--- config.mk ---
export PLATFORM = sky130hd
export DESIGN_NAME = retry_sequencer
export DESIGN_NICKNAME = d
export VERILOG_FILES = /design/src/rtl/rr_pkg.sv /design/src/rtl/rr_classify.sv /design/src/rtl/rr_watchdog.sv /design/src/rtl/retry_sequencer.sv
export SDC_FILE = /design/constraint.sdc
export NUM_CORES = 1
export LEC_CHECK = 0
export BUFFER_PORTS_ARGS = -buffer_cell sky130_fd_sc_hd__buf_2
export CORE_MARGIN = 2
export CORE_UTILIZATION = 40
export CTS_CLUSTER_DIAMETER = 80
export CTS_CLUSTER_SIZE = 20
export DETAILED_ROUTE_END_ITERATION = 7
export PLACE_DENSITY = 0.65
export SYNTH_ARGS = -nofsm -noshare
export SYNTH_HDL_FRONTEND = slang
export SYNTH_SLANG_ARGS = --single-unit
--- constraint.sdc ---
create_clock -name clk -period 1.3 [get_ports clk]
set_input_delay 0.26 -clock clk [delete_from_list [all_inputs] [get_ports clk]]
set_output_delay 0.26 -clock clk [all_outputs]
set_load 0.01 [all_outputs]
--- src/rtl/rr_pkg.sv ---
package rr_pkg;

  typedef enum logic [2:0] {
    ST_OK      = 3'd0,
    ST_REJECT  = 3'd1,
    ST_EXHAUST = 3'd2,
    ST_FATAL   = 3'd3,
    ST_RST_TMO = 3'd4
  } rr_status_e;

  typedef enum logic [2:0] {
    ACT_PASS,
    ACT_REISSUE,
    ACT_RESET,
    ACT_REJECT,
    ACT_FATAL
  } rr_act_e;

  typedef enum logic [1:0] {
    S_IDLE,
    S_ISSUE,
    S_WAIT,
    S_RESET
  } rr_state_e;

  localparam logic [7:0] TMO_CODE = 8'hFF;

  // Map a returned code (or a watchdog expiry) onto the action to take.
  function automatic rr_act_e rr_decide(input logic [7:0] code, input logic timed_out);
    rr_act_e act;
    if (timed_out) begin
      act = ACT_RESET;
    end else if (code == 8'h00) begin
      act = ACT_PASS;
    end else begin
      case (code[7:4])
        4'h3:             act = ACT_PASS;
        4'h4:             act = ACT_REISSUE;
        4'h6:             act = ACT_RESET;
        4'h1, 4'h2, 4'h9: act = ACT_REJECT;
        default:          act = ACT_FATAL;
      endcase
    end
    return act;
  endfunction

  // True while another issue is still allowed.
  function automatic logic rr_room(input int unsigned used, input int unsigned cap);
    return used < cap;
  endfunction

endpackage

--- src/rtl/rr_classify.sv ---
module rr_classify
  import rr_pkg::*;
(
  input  logic [7:0] code_i,
  input  logic       timed_out_i,
  output rr_act_e    act_o
);
  assign act_o = rr_decide(code_i, timed_out_i);
endmodule

--- src/rtl/rr_watchdog.sv ---
module rr_watchdog #(
  parameter int LIMIT = 64
) (
  input  logic clk,
  input  logic rst_n,
  input  logic run_i,
  output logic expire_o
);
  localparam int CW = $clog2(LIMIT + 1);

  generate
    if (LIMIT <= 1) begin : g_immediate
      assign expire_o = run_i;
    end else begin : g_count
      logic [CW-1:0] cnt;
      always_ff @(posedge clk) begin
        if (!rst_n)            cnt <= '0;
        else if (!run_i)       cnt <= '0;
        else if (!expire_o)    cnt <= cnt + 1'b1;
      end
      assign expire_o = run_i && (cnt == CW'(LIMIT - 1));
    end
  endgenerate
endmodule

--- src/rtl/retry_sequencer.sv ---
module retry_sequencer
  import rr_pkg::*;
#(
  parameter int CMD_W       = 8,
  parameter int MAX_TRIES   = 4,
  parameter int CMD_TMO_CYC = 64,
  parameter int RST_TMO_CYC = 32,
  localparam int AW         = $clog2(MAX_TRIES + 1)
) (
  input  logic             clk,
  input  logic             rst_n,
  input  logic             start_i,
  input  logic [CMD_W-1:0] cmd_i,
  output logic             busy_o,
  output logic             done_o,
  output logic [2:0]       status_o,
  output logic [7:0]       last_code_o,
  output logic [AW-1:0]    attempts_o,
  output logic             issue_o,
  output logic [CMD_W-1:0] issue_cmd_o,
  input  logic             cmpl_i,
  input  logic [7:0]       err_code_i,
  output logic             rst_req_o,
  input  logic             rst_ack_i
);

  rr_state_e        state, state_nx;
  logic [CMD_W-1:0] cmd_q;
  logic [AW-1:0]    tries_q;
  logic [7:0]       code_q;
  logic             done_q;
  rr_status_e       stat_q;

  // Named internal events.
  logic       evt_accept;
  logic       evt_cmd_tmo;
  logic       evt_rst_tmo;
  logic       evt_result;
  logic       evt_finish;
  logic       can_retry;
  logic [7:0] seen_code;
  rr_act_e    act;
  rr_status_e fin_status;

  assign evt_accept = (state == S_IDLE) && start_i;
  assign can_retry  = rr_room(int'(tries_q), MAX_TRIES);
  assign evt_result = (state == S_WAIT) && (cmpl_i || evt_cmd_tmo);
  assign seen_code  = cmpl_i ? err_code_i : TMO_CODE;

  rr_watchdog #(.LIMIT(CMD_TMO_CYC)) u_cmd_wd (
    .clk     (clk),
    .rst_n   (rst_n),
    .run_i   (state == S_WAIT),
    .expire_o(evt_cmd_tmo)
  );

  rr_watchdog #(.LIMIT(RST_TMO_CYC)) u_rst_wd (
    .clk     (clk),
    .rst_n   (rst_n),
    .run_i   (state == S_RESET),
    .expire_o(evt_rst_tmo)
  );

  rr_classify u_cls (
    .code_i     (seen_code),
    .timed_out_i(!cmpl_i),
    .act_o      (act)
  );

  always_comb begin
    state_nx   = state;
    evt_finish = 1'b0;
    fin_status = ST_OK;
    unique case (state)
      S_IDLE:  if (start_i) state_nx = S_ISSUE;
      S_ISSUE: state_nx = S_WAIT;
      S_WAIT: begin
        if (evt_result) begin
          unique case (act)
            ACT_PASS: begin
              evt_finish = 1'b1;
              fin_status = ST_OK;
            end
            ACT_REISSUE: begin
              if (can_retry) state_nx = S_ISSUE;
              else begin
                evt_finish = 1'b1;
                fin_status = ST_EXHAUST;
              end
            end
            ACT_RESET: begin
              if (can_retry) state_nx = S_RESET;
              else begin
                evt_finish = 1'b1;
                fin_status = ST_EXHAUST;
              end
            end
            ACT_REJECT: begin
              evt_finish = 1'b1;
              fin_status = ST_REJECT;
            end
            default: begin
              evt_finish = 1'b1;
              fin_status = ST_FATAL;
            end
          endcase
        end
      end
      S_RESET: begin
        if (rst_ack_i) state_nx = S_ISSUE;
        else if (evt_rst_tmo) begin
          evt_finish = 1'b1;
          fin_status = ST_RST_TMO;
        end
      end
      default: state_nx = S_IDLE;
    endcase
    if (evt_finish) state_nx = S_IDLE;
  end

  always_ff @(posedge clk) begin
    if (!rst_n) begin
      state   <= S_IDLE;
      cmd_q   <= '0;
      tries_q <= '0;
      code_q  <= '0;
      done_q  <= 1'b0;
      stat_q  <= ST_OK;
    end else begin
      state  <= state_nx;
      done_q <= evt_finish;
      if (evt_accept) begin
        cmd_q   <= cmd_i;
        tries_q <= '0;
        code_q  <= '0;
      end
      if (state == S_ISSUE) tries_q <= tries_q + 1'b1;
      if (evt_result)       code_q  <= seen_code;
      if (evt_finish)       stat_q  <= fin_status;
    end
  end

  assign busy_o      = (state != S_IDLE);
  assign issue_o     = (state == S_ISSUE);
  assign issue_cmd_o = cmd_q;
  assign rst_req_o   = (state == S_RESET);
  assign done_o      = done_q;
  assign status_o    = stat_q;
  assign last_code_o = code_q;
  assign attempts_o  = tries_q;

endmodule

==> impl_metrics.env, run 1 <==
export IMPL_hold_class="in2reg"
export IMPL_core_area_um2=4410
export IMPL_min_period_ns=1.44
export IMPL_p_leak_uw=0.00123
export IMPL_yosysTopAreaCell="dfxtp_1"
export IMPL_portBuffers=46
export IMPL_synthFlopType="dfxtp_1"
export IMPL_pin_count=47
export IMPL_crit_path_end_kind="register"
export IMPL_grt_pass1_vias=1715
export IMPL_rows=24
export IMPL_num_vias=1805
export IMPL_status="finished, violations left"
export IMPL_synth_edf_count=0
export IMPL_post_route_period_util_pct=111
export IMPL_avgRoutedWirePerCell_um=13.2
export IMPL_placed_area_um2=2430
export IMPL_drc=0
export IMPL_skew_ns=0.00333
export IMPL_arrival_ns=1.65
export IMPL_vias_per_cell=5.17
export IMPL_tightest_slew_ns=0.277
export IMPL_synth_nets=241
export IMPL_wirelength_um=4610
export IMPL_setup_ws_ns=-0.138
export IMPL_fp_dieArea_um2=5180
export IMPL_async_flop_share_pct=0
export IMPL_synth_distinct_cells=42
export IMPL_netlist_instances=212
export IMPL_path_class="reg2reg"
export IMPL_rsz0062_at_grt="true"
export IMPL_finalNetCount=326
export IMPL_dp_slack_ns=-0.150
export IMPL_diodes=0
export IMPL_clk_pin_slew_ns=0.07
export IMPL_postLayoutCellArea_um2=2730
export IMPL_yosysSeqAreaShare_pct=41.1
export IMPL_cp_max_fo=10
export IMPL_slew_headroom_pct=81.2
export IMPL_antenna_found_initial=0
export IMPL_syn_to_final_growth_pct=47.5
export IMPL_finalMaxSlewViolations=0
export IMPL_yosysWarnings=0
export IMPL_r2r_slack_ns=-0.14
export IMPL_ys_seq_elements=38
export IMPL_hold_worst_slack_ns=0.200
export IMPL_synth_area_top_cells="dfxtp_1 (41%), a21oi_1 (6.0%), nand2_1 (5.9%)"
export IMPL_vdd_ir_drop_max_uv=630
export IMPL_grt_pass1_wl_um=7450
export IMPL_synth_area_per_cell_um2=8.72
export IMPL_startpoint_type="register"
export IMPL_grt_max_degree=22
export IMPL_critPathRequiredTime_ns=1.51
export IMPL_initial_core_util_pct=41.9
export IMPL_detail_route_antenna_nets=0
export IMPL_htreeDepth=2
export IMPL_die_h_um=72.0
export IMPL_cts_tree="yes"
export IMPL_cts_root_buf="clkbuf_8"
export IMPL_dr_first_iter_drc_count=78
export IMPL_drive_gt1_share_pct=43.1
export IMPL_cts_path_max_buffers=2
export IMPL_hold_viol=0
export IMPL_p_per_area_nw_per_um2=994
export IMPL_cts_sinks=38
export IMPL_die_w_um=72.0
export IMPL_grtUsageTotal_pct=18.2
export IMPL_max_cap_violations=0
export IMPL_dpl_hpwl_um=3230
export IMPL_fmax_ghz=0.695
export IMPL_grt_ovfl_total=0
export IMPL_synth_area_um2=1850
export IMPL_numCtsBuffers=5
export IMPL_clk_latency_ns=0.29
export IMPL_fillCellCount=385
export IMPL_synth_top_area_share_pct=41.1
export IMPL_dr_pass1_iters=4
export IMPL_violations="negative setup slack"
export IMPL_setup_violations=18
export IMPL_gp_routability_congestion=0.845
[kinds of logic after synthesis]
group	Yosys count	share of synthesized area [%]
AND/OR/NAND/NOR	71	19.9
multiplexers	4	2.17
AO/OA/AOI/OAI	58	22.5
XOR/XNOR	7	3.32
buffers and inverters	26	5.62
flip-flops	38	41.1
adder cells (fa/ha/maj)	8	5.41
[metal layers]
layer	up-vias	part of all wire, %	track usage [%]
li1	925	-	-
met1	836	46	22.4
met2	35	48	29.4
met3	9	4.5	5.14
met5	-	0	0
met4	0	1.9	8.60
[sequential cells by signal (all words and copies together) (netlist names)]
name / count
attempts_o: 3
u_rst_wd.g_count.cnt: 6
done_o: 1
status_o: 3
u_cmd_wd.g_count.cnt: 7
last_code_o: 8
state: 2
issue_cmd_o: 8
[area by class of cell]
type | instances | area, um^2 | share of cell area, %
Clock buffer | 7 | 76.3 | 2.80
Tap cell | 52 | 65.1 | 2.39
Sequential cell | 38 | 771 | 28.3
Inverter | 18 | 72.6 | 2.66
Timing Repair Buffer | 85 | 601 | 22.0
Multi-Input combinational cell | 149 | 1140 | 41.9
[repair_timing]
item	in CTS	in global routing
cloned	1	1
pin swaps	6	14
endpoints found under the hold margin	0	0
setup endpoints to repair	23	36
hold buffers	0	0
gates resized for setup	20	18
setup buffers	4	2
[power breakdown]
group          total [uW]  leakage (uW)  internal (uW)  switching, uW
Combinational         709      0.000880            372            337
Sequential           1260      0.000310           1220           40.4
Clock                 746     0.0000383            369            377
Total                2710       0.00123           1960            754
[layout by cell type, fill, tap and decap left out, types with 4 or more instances in the layout]
master and count:
buf_2 44, dfxtp_1 34, buf_4 30, nand2_1 26
a21oi_1 20, inv_1 15, nor2_1 13, buf_6 8
a311oi_1 7, nand3_1 6, clkbuf_8 5, o21ai_1 4
xnor2_1 4, o2111ai_2 4, mux2i_1 4, ha_4 4
[stage by stage]
stage	power [uW]	cells	TNS [ns]	util, %
after global routing	2860	349	-3.32	61.8
final	2710	349	-1.37	61.8
after detailed placement	1800	334	-1.04	55.0
after global placement	1800	334	-0.866	55.0
after CTS	2650	346	-1.27	59.4
after floorplan	1550	212	-0.0260	-
[cells in the mapped netlist (2+ instances only)]
library cell / number
a21oi_1: 22
xnor2_1: 4
and3_1: 4
and2_1: 2
o2111a_1: 2
a311oi_1: 7
o21ai_4: 2
nand2_1: 29
o21ai_0: 7
ha_1: 8
buf_2: 2
o2111ai_1: 4
clkbuf_1: 5
mux2i_1: 4
nor3_1: 3
nor3b_1: 2
a31oi_1: 3
inv_1: 18
o22ai_1: 2
nand3_1: 8
nor2_1: 14
xor2_1: 3
dfxtp_1: 38
[final timing paths]
check / startpoint / end / cells past startpoint
hold reg to reg: issue_cmd_o[6] / issue_cmd_o[6] / 2
setup reg to reg: state[0] / state[1] / 7
hold / removal: cmd_i[5] / issue_cmd_o[5] / 3
setup / recovery: state[0] / state[1] / 7
[worst max-delay path, cell delays in order (launching register included)]
cell	delay, ns
dfxtp_4	0.37
inv_4	0.07
ha_4	0.17
buf_6	0.15
o21ai_0	0.09
a31oi_1	0.19
o2111ai_2	0.15
mux2i_1	0.17
(Power assumes the default switching activity.)
==> run 2, diff against run 1 <==
PLACE_DENSITY = 0.76   (was 0.65)
==> run 2 against run 1 <==
  * The run still ends with negative setup slack left
  * Flip-flop and latch count did not move
  * Critical path depth fell by 1
  * Sequential share of layout area fell by 0.59 points
  * Setup slack got worse by 0.060 ns
  * Cell area rose by 2.5%
  * Clock power rose by 64%
  * Combinational power fell by 2%
  * Worst hold slack got worse by 0.012 ns
  * Critical endpoint is now state[0]
  * Largest cell class unchanged
  * Highest routed layer unchanged
==> impl_metrics.env, run 2 (synthesis results as in run 1) <==
export IMPL_status="finished, violations left"
export IMPL_violations="negative setup slack"
export IMPL_grtUsageTotal_pct=19.7
export IMPL_cts_path_max_buffers=2
export IMPL_dr_pass1_iters=4
export IMPL_min_period_ns=1.50
export IMPL_avgRoutedWirePerCell_um=14.6
export IMPL_rows=24
export IMPL_drive_gt1_share_pct=44.4
export IMPL_max_cap_violations=0
export IMPL_grt_pass1_wl_um=8100
export IMPL_setup_ws_ns=-0.198
export IMPL_hold_worst_slack_ns=0.189
export IMPL_grt_ovfl_total=0
export IMPL_vias_per_cell=5.26
export IMPL_cts_root_buf="clkbuf_8"
export IMPL_worstReg2RegEnd="state[0]"
export IMPL_fmax_ghz=0.667
export IMPL_dr_first_iter_drc_count=112
export IMPL_syn_to_final_growth_pct=51.2
export IMPL_grt_pass1_vias=1759
export IMPL_detail_route_antenna_nets=0
export IMPL_die_h_um=72.0
export IMPL_path_class="reg2reg"
export IMPL_reg2reg_from="state[1]"
export IMPL_diodes=0
export IMPL_r2r_slack_ns=-0.20
export IMPL_finalNetCount=330
export IMPL_layout_common_cells="buf_2 (44), buf_4 (35), dfxtp_1 (32)"
export IMPL_min_path_cells=3
export IMPL_crit_end="state[0]"
export IMPL_clk_pin_slew_ns=0.08
export IMPL_path_delay_family="compound AO/OA/AOI/OAI gates"
export IMPL_gp_routability_congestion=0.800
export IMPL_tightest_slew_ns=0.477
export IMPL_cp_max_fo=3
export IMPL_crit_cells=6
export IMPL_pin_count=47
export IMPL_drc=0
export IMPL_p_per_area_nw_per_um2=1130
export IMPL_vdd_ir_drop_max_uv=822
export IMPL_clk_latency_ns=0.30
export IMPL_grt_max_degree=17
export IMPL_slew_headroom_pct=68.2
export IMPL_portBuffers=46
export IMPL_arrival_ns=1.71
export IMPL_crit_path_end_kind="register"
export IMPL_layout_commonest_cell="buf_2"
export IMPL_fp_dieArea_um2=5180
export IMPL_hold_class="in2reg"
export IMPL_critical_path_buf_inv_count=2
export IMPL_reg2reg_depth=6
export IMPL_path_cells="inv_4 > ha_4 > inv_2 > a2bb2oi_1 > o211a_1 > mux2i_1"
export IMPL_setup_violations=21
export IMPL_cp_slowest_cell="dfxtp_4"
export IMPL_dp_cells=337
export IMPL_cts_sinks=38
export IMPL_startpoint_type="register"
export IMPL_initial_core_util_pct=41.9
export IMPL_antenna_found_initial=0
export IMPL_p_leak_uw=0.00127
export IMPL_core_area_um2=4410
export IMPL_cts_tree="yes"
export IMPL_post_route_period_util_pct=115
export IMPL_num_vias=1861
export IMPL_finalMaxSlewViolations=0
export IMPL_hold_viol=0
export IMPL_fin_cells=354
export IMPL_worstSetupStartpoint="state[1]"
export IMPL_wirelength_um=5180
export IMPL_rsz0062_at_grt="true"
export IMPL_die_w_um=72.0
export IMPL_numCtsBuffers=5
export IMPL_dpl_hpwl_um=3460
export IMPL_critPathRequiredTime_ns=1.51
export IMPL_worst_path_largest_cell_delay_ns=0.39
export IMPL_skew_ns=0.00888
export IMPL_htreeDepth=2
## run 2: cell count changes in the layout (fill, tap and decap cells not counted), moves of 2 or more
| cell | before | now |
|---|---|---|
| o2111ai_2 | 4 | 1 |
| nand2_1 | 26 | 28 |
| dfxtp_2 | 2 | 4 |
| o21ai_1 | 4 | 1 |
| nand3_2 | 2 | 0 |
| bufinv_16 | 0 | 2 |
| buf_4 | 30 | 35 |
| dfxtp_1 | 34 | 32 |
| o2111ai_1 | 0 | 3 |
| o21ai_2 | 0 | 3 |
| clkbuf_1 | 2 | 0 |
## run 2: through the flow
step / TNS [ns] / instance area, um^2 / power, uW / util, % / setup slack, ns
after floorplan: -0.0260 / 1910 / 1550 / - / -0.0161
after global placement: -0.497 / 2440 / 1800 / 55.2 / -0.120
after detailed placement: -1.07 / 2440 / 1810 / 55.2 / -0.127
after CTS: -1.63 / 2710 / 3130 / 61.4 / -0.166
after global routing: -3.03 / 2800 / 3290 / 63.3 / -0.267
final: -1.57 / 2800 / 3170 / 63.3 / -0.198
## run 2: tightest hold or removal path: stages
cell     delay (ns)
buf_2          0.09
nand2_1        0.04
a21oi_1        0.05
## run 2: repair_timing
action / in CTS / in global routing
resized for setup: 28 / 12
hold endpoints to repair: 0 / 0
pin swaps: 14 / 10
gates cloned: 1 / 0
buffers inserted: 3 / 5
hold buffers: 0 / 0
setup endpoints to repair: 29 / 30
## run 2: worst min path at each step
stage	from	slack (ns)	to
floorplan	cmd_i[0]	0.40	issue_cmd_o[0]
finish	cmd_i[0]	0.19	issue_cmd_o[0]
global route	cmd_i[3]	0.20	issue_cmd_o[3]
CTS	cmd_i[0]	0.18	issue_cmd_o[0]
global placement	issue_cmd_o[6]	0.44	issue_cmd_o[6]
detailed placement	issue_cmd_o[0]	0.44	issue_cmd_o[0]
## run 2: area by class of cell
type / count / area (um^2)
inverters: 18 / 72.6
multi-input cells: 149 / 1140
well taps: 52 / 65.1
fillers: 344 / 1620
repair buffers: 89 / 604
flip-flops and latches: 38 / 773
clock buffers: 5 / 68.8
clock inverters: 3 / 68.8
## run 2: power breakdown
group	switching, uW	internal, uW
sequential	39.0	1210
combinational	344	351
clock	451	769
## run 2: layer usage
metal / track usage, % / vias to the layer above / part of all wire (%)
met5: 0 / - / 0
met4: 5.87 / 0 / 1.7
met3: 5.28 / 9 / 4.6
met2: 34.3 / 46 / 52
met1: 24.0 / 881 / 42
li1: - / 925 / -
==> run 3, diff against run 2 <==
RECOVER_POWER = 100   (was default)
==> run 3 against run 2 <==
  * The run still ends with negative setup slack left
  * First-iteration DRC count shrank 8.9%
  * Global-route usage is the same
  * Cell count is the same
  * Worst hold slack is essentially flat
  * Wire length grew 0.73%
  * Critical path depth is the same
  * Via count shrank 0.81%
  * Power shrank 0.31%
  * Setup slack gained 0.00066 ns
  * Register-to-register slack is essentially flat
  * Clock power is essentially flat
  * Die area is the same
  * Largest power group unchanged
  * Highest routed layer unchanged
==> impl_metrics.env, run 3 (synthesis results as in run 1) <==
export IMPL_vias_per_cell=5.21
export IMPL_pin_count=47
export IMPL_detail_route_antenna_nets=0
export IMPL_p_per_area_nw_per_um2=1140
export IMPL_min_period_ns=1.50
export IMPL_hold_class="in2reg"
export IMPL_cts_root_buf="clkbuf_8"
export IMPL_slew_headroom_pct=68.5
export IMPL_min_path_cells=3
export IMPL_die_h_um=72.0
export IMPL_fp_dieArea_um2=5180
export IMPL_setup_violations=21
export IMPL_gp_routability_congestion=0.800
export IMPL_drc=0
export IMPL_dpl_hpwl_um=3460
export IMPL_post_route_period_util_pct=115
export IMPL_p_total_uw=3160
export IMPL_avgRoutedWirePerCell_um=14.7
export IMPL_fmax_ghz=0.668
export IMPL_numCtsBuffers=5
export IMPL_p_leak_uw=0.00117
export IMPL_num_vias=1846
export IMPL_clk_pin_slew_ns=0.08
export IMPL_setup_ws_ns=-0.198
export IMPL_finalSetupTns_ns=-1.52
export IMPL_grt_ovfl_total=0
export IMPL_tightest_slew_ns=0.472
export IMPL_rsz0062_at_grt="true"
export IMPL_initial_core_util_pct=41.9
export IMPL_cts_sinks=38
export IMPL_layout_commonest_cell="buf_4"
export IMPL_grtUsageTotal_pct=19.7
export IMPL_diodes=0
export IMPL_portBuffers=46
export IMPL_hold_worst_slack_ns=0.189
export IMPL_arrival_ns=1.71
export IMPL_vdd_ir_drop_max_uv=820
export IMPL_dr_first_iter_drc_count=102
export IMPL_cts_tree="yes"
export IMPL_core_area_um2=4410
export IMPL_worstReg2RegEnd="state[0]"
export IMPL_dr_pass1_iters=4
export IMPL_syn_to_final_growth_pct=49.6
export IMPL_grt_pass1_vias=1759
export IMPL_htreeDepth=2
export IMPL_hold_end="issue_cmd_o[0]"
export IMPL_path_class="reg2reg"
export IMPL_reg2reg_depth=6
export IMPL_die_w_um=72.0
export IMPL_crit_path_end_kind="register"
export IMPL_layout_common_cells="buf_4 (35), dfxtp_1 (32), nand2_1 (28)"
export IMPL_finalNetCount=330
export IMPL_cp_max_fo=3
export IMPL_cts_path_max_buffers=2
export IMPL_hold_viol=0
export IMPL_startpoint_type="register"
export IMPL_hp_start="cmd_i[0]"
export IMPL_grt_max_degree=17
export IMPL_critPathRequiredTime_ns=1.51
export IMPL_reg2reg_from="state[1]"
export IMPL_skew_ns=0.00839
export IMPL_violations="negative setup slack"
export IMPL_antenna_found_initial=0
export IMPL_rows=24
export IMPL_drive_gt1_share_pct=36.8
export IMPL_r2r_slack_ns=-0.20
export IMPL_wirelength_um=5210
export IMPL_finalMaxSlewViolations=0
export IMPL_max_cap_violations=0
export IMPL_status="finished, violations left"
export IMPL_grt_pass1_wl_um=8100
export IMPL_clk_latency_ns=0.30
[run 3: changes by cell type in the layout (fill, tap and decap cells not counted)]
cell	change
buf_2	-23
clkbuf_1	+23
[run 3: per-stage QoR]
stage	cells	instance area [um^2]	worst slack, ns	utilization (%)
detailed placement	337	2440	-0.127	55.2
global route	354	2770	-0.267	62.7
CTS	349	2710	-0.166	61.4
finish	354	2770	-0.198	62.7
floorplan	212	1910	-0.0161	-
global placement	337	2440	-0.120	55.2
[run 3: layout make-up]
cell class / instances / area (um^2)
multi-input combinational: 149 / 1140
tap: 52 / 65.1
clock inverter: 3 / 68.8
inverter: 18 / 72.6
timing repair buffer: 89 / 576
fill: 359 / 1650
sequential: 38 / 773
clock buffer: 5 / 68.8
[run 3: critical path: stages (launching register included)]
cell and delay [ns]:
dfxtp_4 0.39, inv_4 0.07, ha_4 0.17, inv_2 0.05, a2bb2oi_1 0.23, o211a_1 0.26
mux2i_1 0.24
[run 3: routing by layer]
layer	vias to the layer above	track usage (%)	wire length [um]	part of all wire, %
met3	9	5.28	232	4.4
li1	925	-	-	-
met5	-	0	0	0
met2	43	34.3	2690	52
met4	0	5.87	90	1.7
met1	869	24.0	2200	42
[run 3: worst max path at each step]
stage	cells after the start	from	slack (ns)	end
floorplan	6	u_rst_wd.g_count.cnt[0]	-0.02	state[0]
CTS	6	state[0]	-0.17	state[1]
detailed placement	6	state[1]	-0.13	state[0]
finish	6	state[1]	-0.20	state[0]
global placement	6	state[1]	-0.12	state[0]
global route	7	state[0]	-0.27	state[1]
[run 3: power by group]
group	total (uW)	internal [uW]	switching, uW
Sequential	1260	1210	40.6
Clock	1220	769	450
Combinational	684	341	343
Total	3160	2320	834
[run 3: what timing repair did]
item | CTS | global route
resized for setup | 28 | 12
setup endpoints to repair | 29 | 30
hold buffers | 0 | 0
cloned | 1 | 0
pin swaps | 14 | 10
buffers inserted | 3 | 5
